**src/rtl/uart_tx_pkg.sv**
```systemverilog
package uart_tx_pkg;

   typedef enum logic {
      TX_IDLE = 1'b0,
      TX_SEND = 1'b1
   } tx_state_e;

   // Index of the stop bit inside a frame (start bit is index 0).
   function automatic int unsigned stop_index(input int unsigned data_w);
      return data_w + 1;
   endfunction

endpackage

```
**src/rtl/uart_tx_prescaler.sv**
```systemverilog
module uart_tx_prescaler #(
   parameter int unsigned DIV_W      = 16,
   parameter int unsigned OVERSAMPLE = 16
) (
   input  logic             clk,
   input  logic             rst,
   input  logic [DIV_W-1:0] divisor,
   input  logic             restart,
   output logic             bit_tick
);

   localparam int unsigned OS_SH = (OVERSAMPLE > 1) ? $clog2(OVERSAMPLE) : 0;
   localparam int unsigned CNT_W = DIV_W + OS_SH + 1;
   localparam bit OS_POW2 = ((1 << OS_SH) == OVERSAMPLE);

   logic [CNT_W-1:0] span;
   logic [CNT_W-1:0] count_q;

   generate
      if (OS_POW2) begin : g_shift_span
         assign span = CNT_W'(divisor) << OS_SH;
      end else begin : g_mult_span
         assign span = CNT_W'(divisor) * CNT_W'(OVERSAMPLE);
      end
   endgenerate

   // A zero span never ticks; a count left above a shrunken span ends at once.
   assign bit_tick = (span != '0) && (count_q >= (span - 1'b1));

   always_ff @(posedge clk) begin
      if (rst || restart || bit_tick) begin
         count_q <= '0;
      end else begin
         count_q <= count_q + 1'b1;
      end
   end

endmodule

```
**src/rtl/uart_tx_sequencer.sv**
```systemverilog
module uart_tx_sequencer
   import uart_tx_pkg::*;
#(
   parameter int unsigned DATA_W = 8
) (
   input  logic clk,
   input  logic rst,
   input  logic bit_tick,
   input  logic word_ready,
   input  logic div_nonzero,
   output logic take,
   output logic advance,
   output logic busy
);

   localparam int unsigned LAST   = stop_index(DATA_W);
   localparam int unsigned IDX_W  = $clog2(LAST + 1);

   tx_state_e            state_q;
   logic [IDX_W-1:0]     idx_q;
   logic                 at_stop;

   assign at_stop = (idx_q == IDX_W'(LAST));
   assign busy    = (state_q == TX_SEND);

   always_comb begin
      take    = 1'b0;
      advance = 1'b0;
      if (state_q == TX_IDLE) begin
         take = word_ready && div_nonzero;
      end else if (bit_tick) begin
         if (at_stop) begin
            take = word_ready;
         end else begin
            advance = 1'b1;
         end
      end
   end

   always_ff @(posedge clk) begin
      if (rst) begin
         state_q <= TX_IDLE;
         idx_q   <= '0;
      end else if (take) begin
         state_q <= TX_SEND;
         idx_q   <= '0;
      end else if (advance) begin
         idx_q   <= idx_q + 1'b1;
      end else if (busy && bit_tick && at_stop) begin
         state_q <= TX_IDLE;
         idx_q   <= '0;
      end
   end

endmodule

```
**src/rtl/uart_tx_shifter.sv**
```systemverilog
module uart_tx_shifter #(
   parameter int unsigned DATA_W = 8
) (
   input  logic              clk,
   input  logic              rst,
   input  logic              load,
   input  logic [DATA_W-1:0] load_word,
   input  logic              advance,
   output logic              txd
);

   logic [DATA_W-1:0] shreg_q;

   // Ones are shifted in behind the data, so the bit after the last data bit is the stop level.
   always_ff @(posedge clk) begin
      if (rst) begin
         shreg_q <= '1;
         txd     <= 1'b1;
      end else if (load) begin
         shreg_q <= load_word;
         txd     <= 1'b0;
      end else if (advance) begin
         shreg_q <= {1'b1, shreg_q[DATA_W-1:1]};
         txd     <= shreg_q[0];
      end
   end

endmodule

```
**src/rtl/uart_tx_engine.sv**
```systemverilog
module uart_tx_engine #(
   parameter int unsigned DATA_W     = 8,
   parameter int unsigned DIV_W      = 16,
   parameter int unsigned OVERSAMPLE = 16
) (
   input  logic              clk,
   input  logic              rst,
   input  logic [DATA_W-1:0] tx_word,
   input  logic              word_ready,
   input  logic [DIV_W-1:0]  divisor,
   input  logic              div_reload,
   output logic              txd,
   output logic              word_taken,
   output logic              shift_empty
);

   initial begin
      if (DATA_W < 1)     $error("DATA_W must be at least 1");
      if (DIV_W < 1)      $error("DIV_W must be at least 1");
      if (OVERSAMPLE < 1) $error("OVERSAMPLE must be at least 1");
   end

   logic bit_tick;
   logic take;
   logic advance;
   logic busy;
   logic taken_q;

   uart_tx_prescaler #(
      .DIV_W      (DIV_W),
      .OVERSAMPLE (OVERSAMPLE)
   ) prescale_i (
      .clk      (clk),
      .rst      (rst),
      .divisor  (divisor),
      .restart  (take || div_reload),
      .bit_tick (bit_tick)
   );

   uart_tx_sequencer #(
      .DATA_W (DATA_W)
   ) seq_i (
      .clk         (clk),
      .rst         (rst),
      .bit_tick    (bit_tick),
      .word_ready  (word_ready),
      .div_nonzero (divisor != '0),
      .take        (take),
      .advance     (advance),
      .busy        (busy)
   );

   uart_tx_shifter #(
      .DATA_W (DATA_W)
   ) shift_i (
      .clk       (clk),
      .rst       (rst),
      .load      (take),
      .load_word (tx_word),
      .advance   (advance),
      .txd       (txd)
   );

   always_ff @(posedge clk) begin
      if (rst) taken_q <= 1'b0;
      else     taken_q <= take;
   end

   assign word_taken  = taken_q;
   assign shift_empty = !busy;

endmodule

```
**config.mk**
```make
export PLATFORM = sky130hd
export DESIGN_NAME = uart_tx_engine
export DESIGN_NICKNAME = d
export VERILOG_FILES = /design/src/rtl/uart_tx_pkg.sv /design/src/rtl/uart_tx_prescaler.sv /design/src/rtl/uart_tx_sequencer.sv /design/src/rtl/uart_tx_shifter.sv /design/src/rtl/uart_tx_engine.sv
export SDC_FILE = /design/constraint.sdc
export NUM_CORES = 1
export LEC_CHECK = 0
export BUFFER_PORTS_ARGS = -buffer_cell sky130_fd_sc_hd__buf_2
export CAP_MARGIN = 10
export CORE_MARGIN = 5
export CORE_UTILIZATION = 55
export CTS_BUF_LIST = sky130_fd_sc_hd__clkbuf_8
export DETAILED_ROUTE_END_ITERATION = 10
export GPL_TIMING_DRIVEN = 0
export HOLD_SLACK_MARGIN = 0.06
export PLACE_DENSITY = 0.75
export SYNTH_ARGS = -nofsm -noshare
export SYNTH_HDL_FRONTEND = slang
export SYNTH_SLANG_ARGS = --single-unit
```
**constraint.sdc**
```tcl
create_clock -name clk -period 5.34 [get_ports clk]
set_input_delay 0.267 -clock clk [delete_from_list [all_inputs] [get_ports clk]]
set_output_delay 0.267 -clock clk [all_outputs]
set_load 0.03 [all_outputs]
```
==> results of run 1 <==
[Yosys cell counts, drive strengths merged, types with 2 or more instances]
| library cell | n | area, µm² |
|---|---|---|
| nor2 | 38 | 142.6 |
| dfxtp | 36 | 720.7 |
| ha | 22 | 275.3 |
| inv | 22 | 82.58 |
| xnor2 | 20 | 175.2 |
| nand2 | 19 | 71.32 |
| a21oi | 16 | 80.08 |
| nand3 | 14 | 70.07 |
| xor2 | 13 | 113.9 |
| nand4 | 10 | 68.81 |
| nor4 | 9 | 90.09 |
| nor3 | 8 | 40.04 |
| a222oi | 7 | 70.07 |
| o21ai | 7 | 35.03 |
| and3 | 6 | 42.54 |
| buf | 4 | 26.27 |
| or4 | 4 | 30.03 |
| a21o | 3 | 22.52 |
| clkbuf | 3 | 11.26 |
| o21bai | 3 | 22.52 |
| a31oi | 2 | 12.51 |
| and2 | 2 | 12.51 |
| nor3b | 2 | 15.01 |
| or2 | 2 | 12.51 |
| or3 | 2 | 12.51 |
[registers in the layout (all words and copies together), names as in the netlist]
register / cells
prescale_i.count_q: 21
shift_i.txd: 1
seq_i.busy: 1
word_taken: 1
seq_i.idx_q: 4
shift_i.shreg_q: 8
[kinds of logic (layout without fill, tap and decap cells)]
group / Yosys count / after routing
AND/OR/NAND/NOR: 118 / 118
flip-flops: 36 / 36
XOR/XNOR: 33 / 33
adder cells (fa/ha/maj): 22 / 22
buffers and inverters: 29 / 66
AO/OA/AOI/OAI: 47 / 47
multiplexers: 1 / 1
[area by class of cell]
cell class / count / share of cell area
buffer: 7 / 0.01414
inverter: 22 / 0.03110
clock buffer: 5 / 0.02592
sequential: 36 / 0.2714
clock inverter: 2 / 0.003299
tap: 50 / 0.02356
multi-input combinational: 221 / 0.5740
timing repair buffer: 30 / 0.05655
[metal layers]
metal  wire (µm)  global-route usage  vias up
met5           0                   0        -
met4          68             0.05825        0
met3         291             0.04485        6
met2        2335              0.3106       46
met1        2463              0.2669      976
li1            -                   -     1102
[power by group through the flow]
stage               Sequential, µW  Combinational (µW)  Clock (µW)
floorplan                      285                36.7           0
global placement               283                64.3           0
detailed placement             283                66.2           0
CTS                            277                66.6         188
global route                   277                74.3         201
finish                         277                66.6         183
[worst max-delay path by stage]
stage	start	end	slack, ps	depth (start not counted)
finish	divisor[6]	shift_i.shreg_q[5]	1660	13
global route	divisor[6]	shift_i.shreg_q[5]	1210	13
CTS	divisor[6]	shift_i.shreg_q[5]	1640	13
detailed placement	divisor[6]	shift_i.shreg_q[5]	1350	13
global placement	divisor[6]	shift_i.shreg_q[5]	1420	13
floorplan	divisor[6]	shift_i.shreg_q[5]	2020	12
[critical path, stage by stage]
cell and delay (ps):
buf_2 140, or4_1 580, nor3_1 270, nand3_1 160, nor4_1 260, xnor2_1 130, ha_1 320, nand4_2 160
nor4_2 330, a22oi_2 130, and3_4 210, nor4_2 630, a222oi_1 230
[stage by stage]
| step | instance area [µm²] | worst slack (ps) | hold slack [ps] | cells | power [µW] |
|---|---|---|---|---|---|
| final | 2655 | 1665 | 190.9 | 373 | 526.2 |
| after global placement | 2577 | 1415 | 454.1 | 366 | 346.9 |
| after floorplan | 2365 | 2024 | 336.1 | 286 | 321.3 |
| after global routing | 2655 | 1214 | 192.6 | 373 | 552.2 |
| after detailed placement | 2577 | 1350 | 462.6 | 366 | 349.0 |
| after CTS | 2655 | 1642 | 177.3 | 373 | 531.5 |
==> impl_metrics.yaml, run 1 <==
yosys:
  synth_ff_type: "dfxtp_1"
  ys_ff_latch: 36
  synth.distinct_cells: 43
  synth-xor-area-share: 0.1222
  syn_nets: 336
  synthSimpleGateAreaFrac: 0.2640
  synthCells: 286
  synth-seq-area-share: 0.3048
  synthMuxAreaShare: 0.004233
  synth_compound_area_frac: 0.1376
  syn_area_per_cell_um2: 8.268
  synth_area_mm2: 0.002365
  ys_async_sr_fraction: 0
  yosys_warnings: 0
  synth_edf_count: 0
  synthAdderAreaFrac: 0.1164
  synth_top_family_by_area: "simple AND/OR/NAND/NOR gates"
floorplanning:
  die_w_um: 75.57
  die_h_um: 75.57
  core_mm2: 0.004086
  rows: 23
  start_util: 0.5787
  die_area_mm2: 0.005711
  ioPinCount: 31
cells_and_area:
  mostFrequentLayoutCells: "nor2_1 (38), dfxtp_1 (36), buf_2 (33), inv_1 (23), ha_1 (22)"
  diodes: 0
  drive_gt1_frac: 0.1548
  multi_input_area_mm2: 0.001524
  final_nets: 373
  final_common_cell: "nor2_1"
  fillers: 367
  final_util: 0.6497
  syn2layout_area_growth_pct: 12.28
  seq_area_um2: 720.7
clocking:
  cts_sinks: 36
  htreeDepth: 2
  clk_latency_ps: 290
  clk_pin_slew_ps: 70
  cts_max_path_buffers: 2
  cts-root-buf: "clkbuf_8"
  hold_buffers: 0
  cts_buffers: 5
  postCtsSetupRepairBufs: 0
  cts_resized: 0
  cts_tree: "built"
setup_path:
  critPathLaunchType: "primary input"
  critPathArrivalTime_ps: 3810
  crit_required_ps: 5470
  cp-end-kind: "flop"
  r2r-end: "shift_i.shreg_q[5]"
  reg2reg_depth: 7
  rrSetupSlack_ps: 2790
  timing.rr.start: "prescale_i.count_q[16]"
  worstPathMaxFanout: 7
  crit_type: "in2reg"
grt:
  grt_max_degree: 11
  grt_pass1_vias: 1968
  overflow: 0
  antenna_found_initial: 0
  grt_first_pass_wirelength_um: 8645
  track_usage: 0.1963
routing:
  vias: 2130
  antenna_left: 0
  drtIter0Drc: 88
  drt-total-wl_um: 5158
  viasPerCell: 5.710
  first_pass_iters: 5
  drt-wirelength-per-cell_um: 13.83
  drc: 0
run:
  drv_cap: 0
sta:
  fin_skew_ps: 6.864
  fin_crit_sh: 0.6883
  maxSlewViolCount: 0
  tns_ps: 0
  rsz0062_at_grt: "false"
  hold_violations: 0
  finalCriticalPeriod_ps: 3675
  finalSetupViolCount: 0
  max_slew.worst_pin.slew_ps: 691.1
  fmax_mhz: 272.1
  max-slew-margin-rel: 0.5354
power_and_ir_drop:
  switchingPower_uw: 138.7
  cell_internal_pwr_uw: 387.6
  vdd_ir_drop_max_v: 0.0001079
  pwr-share-clk: 0.348
  p_seq_frac: 0.526
  pwr-share-comb: 0.127
  switching_share: 0.2635
  p_leak_uw: 0.001100
  powerDensity_mw_per_mm2: 198.2
worst_hold_path:
  worst_hold_path_type: "in2reg"
  hold_start: "rst"
  min_to: "seq_i.busy"
  min_path_cells: 2
place:
  gp_congestion: 0.8250
  port_buffers: 30
  post-dp-hpwl_um: 4114
run_status:
  status: "complete, no violations"
(Power assumes the default switching activity.)
==> inputs of run 2 (changes only) <==
--- a/config.mk
+++ b/config.mk
@@ -8,12 +8,12 @@
 export BUFFER_PORTS_ARGS = -buffer_cell sky130_fd_sc_hd__buf_2
 export CAP_MARGIN = 10
 export CORE_MARGIN = 5
-export CORE_UTILIZATION = 55
+export CORE_UTILIZATION = 54
 export CTS_BUF_LIST = sky130_fd_sc_hd__clkbuf_8
 export DETAILED_ROUTE_END_ITERATION = 10
 export GPL_TIMING_DRIVEN = 0
 export HOLD_SLACK_MARGIN = 0.06
-export PLACE_DENSITY = 0.75
+export PLACE_DENSITY = 0.76
 export SYNTH_ARGS = -nofsm -noshare
 export SYNTH_HDL_FRONTEND = slang
 export SYNTH_SLANG_ARGS = --single-unit
==> constraint.sdc (replaced) <==
create_clock -name clk -period 3.26 [get_ports clk]
set_input_delay 0.163 -clock clk [delete_from_list [all_inputs] [get_ports clk]]
set_output_delay 0.163 -clock clk [all_outputs]
set_load 0.03 [all_outputs]
==> run 2 against run 1 <==
  * Critical path depth grew 1
  * Cell area increased by 5.6%
  * Via count down 0.28%
  * Combinational power grew 76%
  * Critical path type unchanged
  * Largest cell class unchanged
  * Highest routed layer unchanged
==> impl_metrics.yaml, run 2 (synthesis gave the netlist of run 1 again) <==
routing:
  drtIter0Drc: 109
  antenna_left: 0
  viasPerCell: 5.575
  vias: 2124
  first_pass_iters: 4
  drt-wirelength-per-cell_um: 13.97
  drc: 0
  drt-total-wl_um: 5323
sta:
  max_slew.worst_pin.slew_ps: 594.0
  tns_ps: 0
  max-slew-margin-rel: 0.6032
  fin_skew_ps: 9.950
  finalCriticalPeriod_ps: 3130
  maxSlewViolCount: 0
  finalSetupViolCount: 0
  fmax_mhz: 319.5
  fin_crit_sh: 0.9600
  hold_violations: 0
worst_hold_path:
  worst_hold_path_type: "in2reg"
grt:
  globalRouteMet1Util: 0.2368
  grt_use_met2: 0.2748
  grt_pass1_vias: 1916
  antenna_found_initial: 0
  grt_first_pass_wirelength_um: 8680
  top_usage_layer: "met2"
  track_usage: 0.1783
  overflow: 0
  gr-usage-met3: 0.04728
  grt_max_degree: 11
setup_path:
  cp-end-kind: "flop"
  critPathLaunchType: "primary input"
  crit_required_ps: 3440
  crit_type: "in2reg"
  critPathArrivalTime_ps: 3310
  worstPathMaxFanout: 7
run_status:
  status: "complete, no violations"
clocking:
  clk_latency_ps: 300
  cts_buffers: 5
  clk_pin_slew_ps: 70
  cts-root-buf: "clkbuf_8"
  htreeDepth: 2
  cts_sinks: 36
  cts_tree: "built"
  cts_max_path_buffers: 2
  hold_buffers: 0
power_and_ir_drop:
  vdd_ir_drop_max_v: 0.0002678
  p_leak_uw: 0.001158
  powerDensity_mw_per_mm2: 311.4
floorplanning:
  rows: 24
  die_area_mm2: 0.005803
  die_w_um: 76.18
  die_h_um: 76.18
  core_mm2: 0.004294
  ioPinCount: 31
  start_util: 0.5507
cells_and_area:
  final_nets: 379
  syn2layout_area_growth_pct: 18.57
  top_regs: "prescale_i.count_q (21), shift_i.shreg_q (8), seq_i.idx_q (4)"
  final_util: 0.6530
  diodes: 0
  final_common_cell: "nor2_1"
  drive_gt1_frac: 0.2067
  largest-register: "prescale_i.count_q"
  largest_reg_flops: 21
  mostFrequentLayoutCells: "nor2_1 (38), dfxtp_1 (36), buf_2 (31), inv_1 (23), ha_1 (22)"
place:
  port_buffers: 30
  gp_congestion: 0.8129
  post-dp-hpwl_um: 3886
run:
  drv_cap: 0
## run 2: cell type report
class / count / area (µm²)
fillers: 378 / 1490
clock inverters: 2 / 8.758
repair buffers: 37 / 202.7
multi-input cells: 221 / 1617
well taps: 52 / 65.06
inverters: 22 / 82.58
clock buffers: 5 / 68.82
plain buffers: 6 / 38.79
flip-flops and latches: 36 / 720.7
## run 2: where the power goes
group	switching [µW]	internal, µW
clock network	160	142
logic	71.0	46.4
registers	3.98	449
total	235	638
## run 2: metal layers
metal	vias to the layer above	share of wire	wire length [µm]
met5	-	0	0
met3	7	0.043	228
met1	972	0.48	2544
met2	36	0.46	2469
li1	1109	-	-
met4	0	0.015	81
## run 2: final timing paths
path	startpoint	endpoint	slack (ps)	depth (start not counted)
hold reg to reg	shift_i.shreg_q[2]	shift_i.shreg_q[2]	470	2
setup / recovery	divisor[6]	shift_i.shreg_q[5]	130	14
setup reg to reg	prescale_i.count_q[16]	shift_i.shreg_q[7]	860	8
hold / removal	rst	seq_i.busy	80	2
## run 2: critical path, cell delays in order
cell	delay (ps)
buf_4	130
or4_4	570
nor3_4	190
and3_4	230
nand2_1	60
xor2_1	140
ha_1	330
a21o_1	170
a21o_1	190
a22oi_2	290
and3_4	270
nor4_4	50
buf_4	180
a222oi_1	330
## run 2: metrics by stage
stage	setup slack [ps]	total power (µW)	hold slack, ps	instances	area, µm²
floorplan	48.16	526.3	232.1	286	2365
global placement	-572.3	568.1	386.4	368	2580
detailed placement	-592.8	570.5	382.2	368	2580
CTS	8.038	878.3	70.89	376	2690
global route	-24.83	914.8	93.11	381	2804
finish	130.4	873.0	76.02	381	2804
## run 2: repair_timing
action | CTS | global route
hold endpoints to repair | 0 | 0
pin swaps | 2 | 9
setup endpoints to repair | 30 | 32
gates resized for setup | 5 | 14
buffers inserted | 1 | 5
cloned | 0 | 1
